===== src/rtl/tacc_pkg.sv =====
package tacc_pkg;
  localparam logic [1:0] PH_FETCH = 2'd0;
  localparam logic [1:0] PH_GRAB  = 2'd1;
  localparam logic [1:0] PH_DRIVE = 2'd2;
  localparam logic [1:0] PH_STORE = 2'd3;

  localparam logic [2:0] SRC_A   = 3'd0;
  localparam logic [2:0] SRC_B   = 3'd1;
  localparam logic [2:0] SRC_IN  = 3'd2;
  localparam logic [2:0] SRC_RAM = 3'd3;

  localparam logic [2:0] DST_A   = 3'd0;
  localparam logic [2:0] DST_B   = 3'd1;
  localparam logic [2:0] DST_PC  = 3'd2;
  localparam logic [2:0] DST_RAM = 3'd3;
  localparam logic [2:0] DST_OUT = 3'd4;
endpackage


===== src/rtl/tacc_phase.sv =====
module tacc_phase (
  input  logic       clk_i,
  input  logic       rst_ni,
  output logic [1:0] phase_o
);
  always_ff @(posedge clk_i or negedge rst_ni) begin
    if (!rst_ni) phase_o <= 2'd0;
    else         phase_o <= phase_o + 2'd1;
  end

  p_phase_step_r7: assert property (@(posedge clk_i) disable iff (!rst_ni)
    1'b1 |=> phase_o == $past(phase_o) + 2'd1);
endmodule


===== src/rtl/tacc_alu.sv =====
module tacc_alu #(
  parameter int NW = 4
) (
  input  logic [NW-1:0] a_i,
  input  logic [NW-1:0] b_i,
  input  logic          logic_i,
  input  logic [3:0]    sel_i,
  output logic [NW-1:0] f_o
);
  logic [NW-1:0] nb, one;
  assign nb  = ~b_i;
  assign one = NW'(1);

  always_comb begin
    if (logic_i) begin
      case (sel_i)
        4'h0: f_o = ~a_i;
        4'h1: f_o = ~(a_i | b_i);
        4'h2: f_o = ~a_i & b_i;
        4'h3: f_o = '0;
        4'h4: f_o = ~(a_i & b_i);
        4'h5: f_o = nb;
        4'h6: f_o = a_i ^ b_i;
        4'h7: f_o = a_i & nb;
        4'h8: f_o = ~a_i | b_i;
        4'h9: f_o = ~(a_i ^ b_i);
        4'hA: f_o = b_i;
        4'hB: f_o = a_i & b_i;
        4'hC: f_o = '1;
        4'hD: f_o = a_i | nb;
        4'hE: f_o = a_i | b_i;
        default: f_o = a_i;
      endcase
    end else begin
      case (sel_i)
        4'h0: f_o = a_i;
        4'h1: f_o = a_i | b_i;
        4'h2: f_o = a_i | nb;
        4'h3: f_o = '1;
        4'h4: f_o = a_i + (a_i & nb);
        4'h5: f_o = (a_i | b_i) + (a_i & nb);
        4'h6: f_o = a_i - b_i - one;
        4'h7: f_o = (a_i & nb) - one;
        4'h8: f_o = a_i + (a_i & b_i);
        4'h9: f_o = a_i + b_i;
        4'hA: f_o = (a_i | nb) + (a_i & b_i);
        4'hB: f_o = (a_i & b_i) - one;
        4'hC: f_o = a_i + a_i;
        4'hD: f_o = (a_i | b_i) + a_i;
        4'hE: f_o = (a_i | nb) + a_i;
        default: f_o = a_i - one;
      endcase
    end
  end
endmodule


===== src/rtl/tacc_ram.sv =====
module tacc_ram #(
  parameter int DW = 8,
  parameter int AW = 4
) (
  input  logic          clk_i,
  input  logic          we_i,
  input  logic [AW-1:0] addr_i,
  input  logic [DW-1:0] wdata_i,
  output logic [DW-1:0] rdata_o
);
  localparam int DEPTH = 1 << AW;
  logic [DW-1:0] mem_q [DEPTH];

  always_ff @(posedge clk_i) begin
    if (we_i) mem_q[addr_i] <= wdata_i;
  end

  assign rdata_o = mem_q[addr_i];
endmodule


===== src/rtl/tacc_core.sv =====
module tacc_core
  import tacc_pkg::*;
#(
  parameter int DW     = 8,
  parameter int PCW    = 7,
  parameter int NW     = 4,
  parameter int RAM_AW = 4
) (
  input  logic           clk_i,
  input  logic           rst_ni,
  input  logic [DW-1:0]  imem_data_i,
  output logic [PCW-1:0] imem_addr_o,
  input  logic [DW-1:0]  in_port_i,
  output logic [DW-1:0]  out_port_o
);
  localparam int IMM_W = DW - 1;
  localparam logic [DW-1:0] NOJUMP_KEY = DW'(15);

  logic [1:0]       phase;
  logic [DW-1:0]    ir_q, a_q, b_q, t_q, out_q;
  logic [PCW-1:0]   pc_q;
  logic [DW-1:0]    src_data, grab_data, ram_rdata;
  logic [NW-1:0]    alu_f;
  logic             is_ldi, is_mov, is_alu, store;
  logic [2:0]       src_sel, dst_sel;
  logic             wr_a, wr_b, wr_out, ram_we, jump_take;

  tacc_phase u_phase (
    .clk_i  (clk_i),
    .rst_ni (rst_ni),
    .phase_o(phase)
  );

  assign is_ldi  = ir_q[DW-1];
  assign is_mov  = !ir_q[DW-1] && ir_q[DW-2];
  assign is_alu  = !ir_q[DW-1] && !ir_q[DW-2];
  assign src_sel = ir_q[5:3];
  assign dst_sel = ir_q[2:0];
  assign store   = (phase == PH_STORE);

  tacc_alu #(.NW(NW)) u_alu (
    .a_i    (a_q[NW-1:0]),
    .b_i    (b_q[NW-1:0]),
    .logic_i(ir_q[4]),
    .sel_i  (ir_q[3:0]),
    .f_o    (alu_f)
  );

  tacc_ram #(.DW(DW), .AW(RAM_AW)) u_ram (
    .clk_i  (clk_i),
    .we_i   (ram_we),
    .addr_i (b_q[RAM_AW-1:0]),
    .wdata_i(t_q),
    .rdata_o(ram_rdata)
  );

  always_comb begin
    case (src_sel)
      SRC_A:   src_data = a_q;
      SRC_B:   src_data = b_q;
      SRC_IN:  src_data = in_port_i;
      SRC_RAM: src_data = ram_rdata;
      default: src_data = '0;
    endcase
  end

  always_comb begin
    if (is_ldi)      grab_data = {1'b0, ir_q[IMM_W-1:0]};
    else if (is_alu) grab_data = {{(DW-NW){1'b0}}, alu_f};
    else             grab_data = src_data;
  end

  assign wr_a      = store && (is_ldi || is_alu || (is_mov && dst_sel == DST_A));
  assign wr_b      = store && is_mov && dst_sel == DST_B;
  assign wr_out    = store && is_mov && dst_sel == DST_OUT;
  assign ram_we    = store && is_mov && dst_sel == DST_RAM;
  assign jump_take = store && is_mov && dst_sel == DST_PC && b_q != NOJUMP_KEY;

  always_ff @(posedge clk_i or negedge rst_ni) begin
    if (!rst_ni) begin
      ir_q  <= '0;
      a_q   <= '0;
      b_q   <= '0;
      t_q   <= '0;
      out_q <= '0;
      pc_q  <= '0;
    end else begin
      if (phase == PH_FETCH) ir_q <= imem_data_i;
      if (phase == PH_GRAB)  t_q  <= grab_data;
      if (wr_a)   a_q   <= t_q;
      if (wr_b)   b_q   <= t_q;
      if (wr_out) out_q <= t_q;
      if (store)  pc_q  <= jump_take ? t_q[PCW-1:0] : pc_q + PCW'(1);
    end
  end

  assign imem_addr_o = pc_q;
  assign out_port_o  = out_q;

  p_pc_hold_r7: assert property (@(posedge clk_i) disable iff (!rst_ni)
    (phase != PH_STORE) |=> $stable(pc_q));

  p_out_hold_r7: assert property (@(posedge clk_i) disable iff (!rst_ni)
    (phase != PH_STORE) |=> $stable(out_q));

  p_jump_block_r5: assert property (@(posedge clk_i) disable iff (!rst_ni)
    (store && is_mov && dst_sel == DST_PC && b_q == NOJUMP_KEY)
    |=> pc_q == $past(pc_q) + PCW'(1));

  p_imm_load_r1: assert property (@(posedge clk_i) disable iff (!rst_ni)
    (store && is_ldi) |=> a_q == {1'b0, $past(ir_q[IMM_W-1:0])});

  p_b_hold_r2: assert property (@(posedge clk_i) disable iff (!rst_ni)
    (phase != PH_STORE) |=> $stable(b_q));
endmodule


===== config.mk =====
export PLATFORM = sky130hd
export DESIGN_NAME = tacc_core
export DESIGN_NICKNAME = d
export VERILOG_FILES = /design/src/rtl/tacc_pkg.sv /design/src/rtl/tacc_phase.sv /design/src/rtl/tacc_alu.sv /design/src/rtl/tacc_ram.sv /design/src/rtl/tacc_core.sv
export SDC_FILE = /design/constraint.sdc
export NUM_CORES = 1
export LEC_CHECK = 0
export BUFFER_PORTS_ARGS = -buffer_cell sky130_fd_sc_hd__buf_4
export CORE_MARGIN = 4
export CORE_UTILIZATION = 50
export DETAILED_ROUTE_END_ITERATION = 7
export PLACE_DENSITY = 0.7
export SLEW_MARGIN = 10
export SYNTH_ARGS = -nofsm -noshare
export SYNTH_HDL_FRONTEND = slang
export SYNTH_SLANG_ARGS = --single-unit

===== constraint.sdc =====
create_clock -name clk_i -period 8.22 [get_ports clk_i]
set_input_delay 1.233 -clock clk_i [delete_from_list [all_inputs] [get_ports clk_i]]
set_output_delay 1.233 -clock clk_i [all_outputs]
set_load 0.005 [all_outputs]

==> results of run 1 <==
path summary, 6_finish.rpt:
kind | start | endpoint | slack [ns] | depth (start not counted)
worst max-delay path | b_q[0] | t_q[1] | 4.40 | 13
worst min-delay path | u_phase.phase_o[0] | u_phase.phase_o[0] | 0.49 | 1
worst max register to register | b_q[0] | t_q[1] | 4.40 | 13
worst min register to register | u_phase.phase_o[0] | u_phase.phase_o[0] | 0.49 | 1
max in group asynchronous | rst_ni | b_q[0] | 6.90 | 1
min in group asynchronous | rst_ni | ir_q[1] | 0.83 | 1
layer usage:
metal | track usage [%] | up-vias
li1 | - | 2781
met1 | 34.19 | 3231
met2 | 37.39 | 334
met3 | 4.859 | 51
met4 | 9.861 | 0
met5 | 0 | -
cells in the mapped netlist, types with 16 or more instances:
library cell,count
mux2_2,25
mux4_2,35
a21oi_1,37
nor2b_1,16
edfxtp_1,128
nand2_1,57
inv_1,25
ha_1,33
o21ai_0,38
nor2_1,43
nand3_1,16
dfrtp_1,49
clkbuf_1,25
power by group through the flow:
stage | clock network (mW) | logic (mW) | registers [mW]
after floorplan | 0 | 0.288 | 1.06
after global placement | 0 | 0.406 | 1.08
after detailed placement | 0 | 0.411 | 1.09
after CTS | 0.846 | 0.413 | 1.07
after global routing | 0.886 | 0.454 | 1.08
final | 0.836 | 0.418 | 1.07
sequential cells by signal, summed over array words and instances (netlist names):
signal,count
a_q,8
b_q,8
imem_addr_o,7
ir_q,8
out_port_o,8
t_q,8
u_phase.phase_o,2
u_ram.mem_q,128
worst max-delay path, stage by stage (launching register included):
cell and delay, ns:
dfrtp_2 0.35, buf_4 0.48, clkinv_1 0.49, ha_1 0.41, xor2_1 0.19, nand2_1 0.10
inv_1 0.06, fa_1 0.51, nand2b_1 0.10, a221oi_1 0.07, o32a_1 0.35, a221o_1 0.27
a31oi_1 0.16, a41oi_1 0.12
cell type report:
type	count	area [um^2]
Fill cell	1474	7787
Tap cell	229	286.5
Clock buffer	19	432.9
Timing Repair Buffer	47	352.8
Clock inverter	13	180.2
Multi-Input combinational cell	467	3807
Inverter	28	105.1
Sequential cell	177	5072
through the flow:
step	area (um^2)	hold WS, ns	setup WS [ns]
final	10240	0.4875	4.399
after global routing	10240	0.5178	4.071
after CTS	10240	0.4860	4.337
after detailed placement	9624	0.4772	4.383
after global placement	9624	0.4600	4.506
after floorplan	9203	0.4460	5.056
cell families (layout without fill, tap and decap cells):
| logic type | after synthesis | count (layout) | synth area share [%] |
|---|---|---|---|
| xor+xnor | 16 | 16 | 1.523 |
| simple gates | 173 | 173 | 8.756 |
| compound gates | 165 | 165 | 11.67 |
| mux | 76 | 76 | 14.07 |
| flops | 177 | 177 | 55.09 |
| buf+inv | 73 | 107 | 3.535 |
| fa+ha+maj | 37 | 37 | 5.357 |
==> flow_metrics.env, run 1 <==
export IMPL_core_area_um2=18020
export IMPL_ys_seq_elements=177
export IMPL_grt_pass1_wl_mm=37.45
export IMPL_power_internal_mw=1.676
export IMPL_post_cts_buffers=0
export IMPL_track_usage_pct=24.29
export IMPL_firstDrtPassIters=6
export IMPL_layout_common_cells="128 x edfxtp_1, 57 x nand2_1, 47 x dfrtp_1, 47 x buf_4, 43 x nor2_1"
export IMPL_power_density_nw_per_um2=227.2
export IMPL_hold_viol_final=0
export IMPL_fin_worst_skew_ns=0.01066
export IMPL_overflow=0
export IMPL_die_x_um=143.7
export IMPL_yosysWarnings=0
export IMPL_slew_headroom_pct=34.66
export IMPL_worstHoldPathType="reg -> reg"
export IMPL_synth_ff_type="edfxtp_1"
export IMPL_h_tree_depth=4
export IMPL_antenna_found_initial=0
export IMPL_vias_per_cell=6.528
export IMPL_final_cells=980
export IMPL_seq_power_share_pct=46.1
export IMPL_grt_pass1_vias=6254
export IMPL_p_sw_share_pct=27.94
export IMPL_syn_nets=772
export IMPL_worstPathArrival_ns=4.08
export IMPL_ctsRootBufferMaster="clkbuf_16"
export IMPL_criticalPathCategory="reg -> reg"
export IMPL_combPwrFrac_pct=18.0
export IMPL_cp_data_required_time_ns=8.47
export IMPL_p_switching_mw=0.6498
export IMPL_wl_per_cell_um=25.06
export IMPL_drc_errors=0
export IMPL_vias=6397
export IMPL_fin_crit_sh_pct=46.49
export IMPL_path_clk_slew_ns=0.07
export IMPL_port_buffers=32
export IMPL_cts_tree="yes"
export IMPL_start_util_pct=51.06
export IMPL_dp_hpwl_mm=15.88
export IMPL_clock_path_buffers=2
export IMPL_post_route_util_pct=56.80
export IMPL_cts_sink_count=177
export IMPL_cp_max_fo=35
export IMPL_status="finished clean"
export IMPL_rsz0062_at_grt="no"
export IMPL_slew_violations=0
export IMPL_drive_above_1_share_pct=18.77
export IMPL_syn_inst=717
export IMPL_area_growth_pct=11.24
export IMPL_dieArea_um2=20640
export IMPL_synth_edff_count=128
export IMPL_setup_violations=0
export IMPL_grt_max_degree=55
export IMPL_route_antenna_remaining_nets=0
export IMPL_ys_types=62
export IMPL_ios=33
export IMPL_drtIter0Drc=711
export IMPL_fin_tns_setup_ns=0
export IMPL_final_common_cell="edfxtp_1"
export IMPL_p_leak_nw=3.757
export IMPL_synth_top_cell_area_share_pct=41.77
export IMPL_clk_latency_ns=0.43
export IMPL_tightest_slew_ns=0.9765
export IMPL_rows=49
export IMPL_dp_cells=948
export IMPL_vdd_drop_max_uv=174.1
export IMPL_crit_path_end_kind="flip-flop"
export IMPL_top_layer_used="met4"
export IMPL_cts_hold_buffers=0
export IMPL_cp_start_kind="flip-flop"
export IMPL_p_clk_share_pct=36.0
export IMPL_routabilityCongestion=0.9511
export IMPL_netlist_area_um2=9203
export IMPL_syn_avg_cell_area_um2=12.83
export IMPL_drt_met1_wl_mm=10.32
export IMPL_die_y_um=143.7
export IMPL_wl_met3_mm=1.872
export IMPL_max_freq_mhz=261.7
export IMPL_wl_met2_mm=11.60
export IMPL_ys_async_sr_fraction_pct=27.68
export IMPL_cap_violations=0
export IMPL_diodes=0
export IMPL_period_minus_slack_ns=3.821
export IMPL_drt_total_wl_mm=24.56
export IMPL_synth_area_leader_cell="edfxtp_1"
export IMPL_yosysSeqAreaShare_pct=55.09
export IMPL_synth_area_top_cells="edfxtp_1 42%, dfrtp_1 13%, mux4_2 8.6%"
export IMPL_cts_buffers=17
export IMPL_layout_nets=793
export IMPL_power_total_mw=2.326
export IMPL_cts_resized=0
(Power assumes the default switching activity.)
==> run 2, diff against run 1 <==
PLACE_DENSITY = 0.72   (was 0.7)
clock period = 3.05 ns   (was 8.22 ns; I/O delays follow)
==> flow_metrics.env, run 2 (synthesized netlist as in run 1, its figures left out) <==
export IMPL_fin_worst_skew_ns=0.01423
export IMPL_dp_hpwl_mm=18.40
export IMPL_cp_max_fo=6
export IMPL_slowest_delay_ns=0.52
export IMPL_setup_violations=0
export IMPL_cp_start_kind="flip-flop"
export IMPL_max_freq_mhz=339.2
export IMPL_slew_headroom_pct=37.24
export IMPL_p_leak_nw=4.080
export IMPL_wl_per_cell_um=25.61
export IMPL_r2r_cells=11
export IMPL_use_met1_pct=33.77
export IMPL_vdd_drop_max_uv=398.0
export IMPL_cp_data_required_time_ns=3.31
export IMPL_worstHoldPathType="in -> async"
export IMPL_routabilityCongestion=0.9546
export IMPL_pre_cts_slack_ns=0.09544
export IMPL_cts_sink_count=177
export IMPL_layout_common_cells="128 x edfxtp_1, 102 x buf_4, 57 x nand2_1, 46 x dfrtp_1, 43 x nor2_1"
export IMPL_slew_violations=0
export IMPL_hold_ws_ns=0.03542
export IMPL_final_common_cell="edfxtp_1"
export IMPL_port_buffers=32
export IMPL_largest_register_ffs=128
export IMPL_cp_cell_sequence="inv_1 > ha_1 > nand2_1 > ha_1 > fa_1 > nand2b_1 > a221oi_1 > o32a_1 > a221o_1 > a31oi_1 > a41oi_1"
export IMPL_diodes=0
export IMPL_start_util_pct=51.06
export IMPL_ctsRootBufferMaster="clkbuf_16"
export IMPL_drive_above_1_share_pct=25.52
export IMPL_path_clk_slew_ns=0.07
export IMPL_cp_num_cells=11
export IMPL_cpMaxStageDelayCell="fa_1"
export IMPL_hold_viol_final=0
export IMPL_die_x_um=143.7
export IMPL_power_total_mw=6.421
export IMPL_track_usage_pct=26.41
export IMPL_grt_pass1_vias=6675
export IMPL_ff2ff_setup_slack_ns=0.10
export IMPL_grt_met3_usage_pct=4.526
export IMPL_status="finished clean"
export IMPL_criticalPathCategory="reg -> reg"
export IMPL_antenna_found_initial=0
export IMPL_die_y_um=143.7
export IMPL_dieArea_um2=20640
export IMPL_busiest_layer="met2"
export IMPL_period_minus_slack_ns=2.948
export IMPL_postLayoutSetupSlackWorst_ns=0.1021
export IMPL_h_tree_depth=4
export IMPL_vias_per_cell=6.453
export IMPL_power_density_nw_per_um2=597.1
export IMPL_cap_violations=0
export IMPL_top_register="u_ram.mem_q"
export IMPL_rows=49
export IMPL_overflow=0
export IMPL_path_buf_inv=1
export IMPL_fin_crit_sh_pct=96.65
export IMPL_vias=6711
export IMPL_worstPathArrival_ns=3.20
export IMPL_drtIter0Drc=663
export IMPL_clock_path_buffers=2
export IMPL_cts_buffers=17
export IMPL_drc_errors=0
export IMPL_ios=33
export IMPL_layout_nets=853
export IMPL_area_growth_pct=16.86
export IMPL_firstDrtPassIters=6
export IMPL_use_met2_pct=41.35
export IMPL_clk_latency_ns=0.43
export IMPL_crit_path_frequent_cell="ha_1"
export IMPL_cts_tree="yes"
export IMPL_grt_max_degree=50
export IMPL_placed_area_um2=10110
export IMPL_core_area_um2=18020
export IMPL_design_area_um2=10750
export IMPL_crit_path_end_kind="flip-flop"
export IMPL_tightest_slew_ns=0.9415
export IMPL_crit_family="adder cells"
export IMPL_route_antenna_remaining_nets=0
export IMPL_drt_total_wl_mm=26.64
export IMPL_grt_pass1_wl_mm=40.02
## run 2: worst paths after layout
check	from	endpoint
worst min-delay path	rst_ni	ir_q[0]
worst max-delay path	a_q[0]	t_q[1]
worst min register to register	u_phase.phase_o[0]	u_phase.phase_o[0]
max in group asynchronous	rst_ni	b_q[1]
worst max register to register	a_q[0]	t_q[1]
min in group clk_i	imem_data_i[5]	ir_q[5]
## run 2: area by class of cell
| cell class | instances | area, um^2 |
|---|---|---|
| Tap cell | 229 | 286.5 |
| Timing Repair Buffer | 107 | 857.1 |
| Clock inverter | 10 | 107.6 |
| Sequential cell | 177 | 5074 |
| Inverter | 28 | 106.4 |
| Clock buffer | 22 | 506.7 |
| Multi-Input combinational cell | 467 | 3816 |
| Fill cell | 1436 | 7271 |
## run 2: through the flow
step,cells,TNS (ns),utilization (%)
after floorplan,717,0,-
after global placement,1006,0,56.09
after detailed placement,1006,0,56.09
after CTS,1038,0,59.50
after global routing,1040,-0.02258,59.66
final,1040,0,59.66
## run 2: metal layers
layer | wire length [um] | share of wire [%]
met1 | 9965 | 37
met2 | 12790 | 48
met3 | 1989 | 7.5
met4 | 1895 | 7.1
met5 | 0 | 0
## run 2: timing repair
action	CTS	global route
setup buffers	0	2
hold buffers	0	0
gates resized for setup	0	5
endpoints found under the setup margin	0	3
## run 2: power by group
part / internal, mW / switching (mW)
Combinational: 0.613 / 0.686
Sequential: 2.70 / 0.177
Clock: 1.29 / 0.953
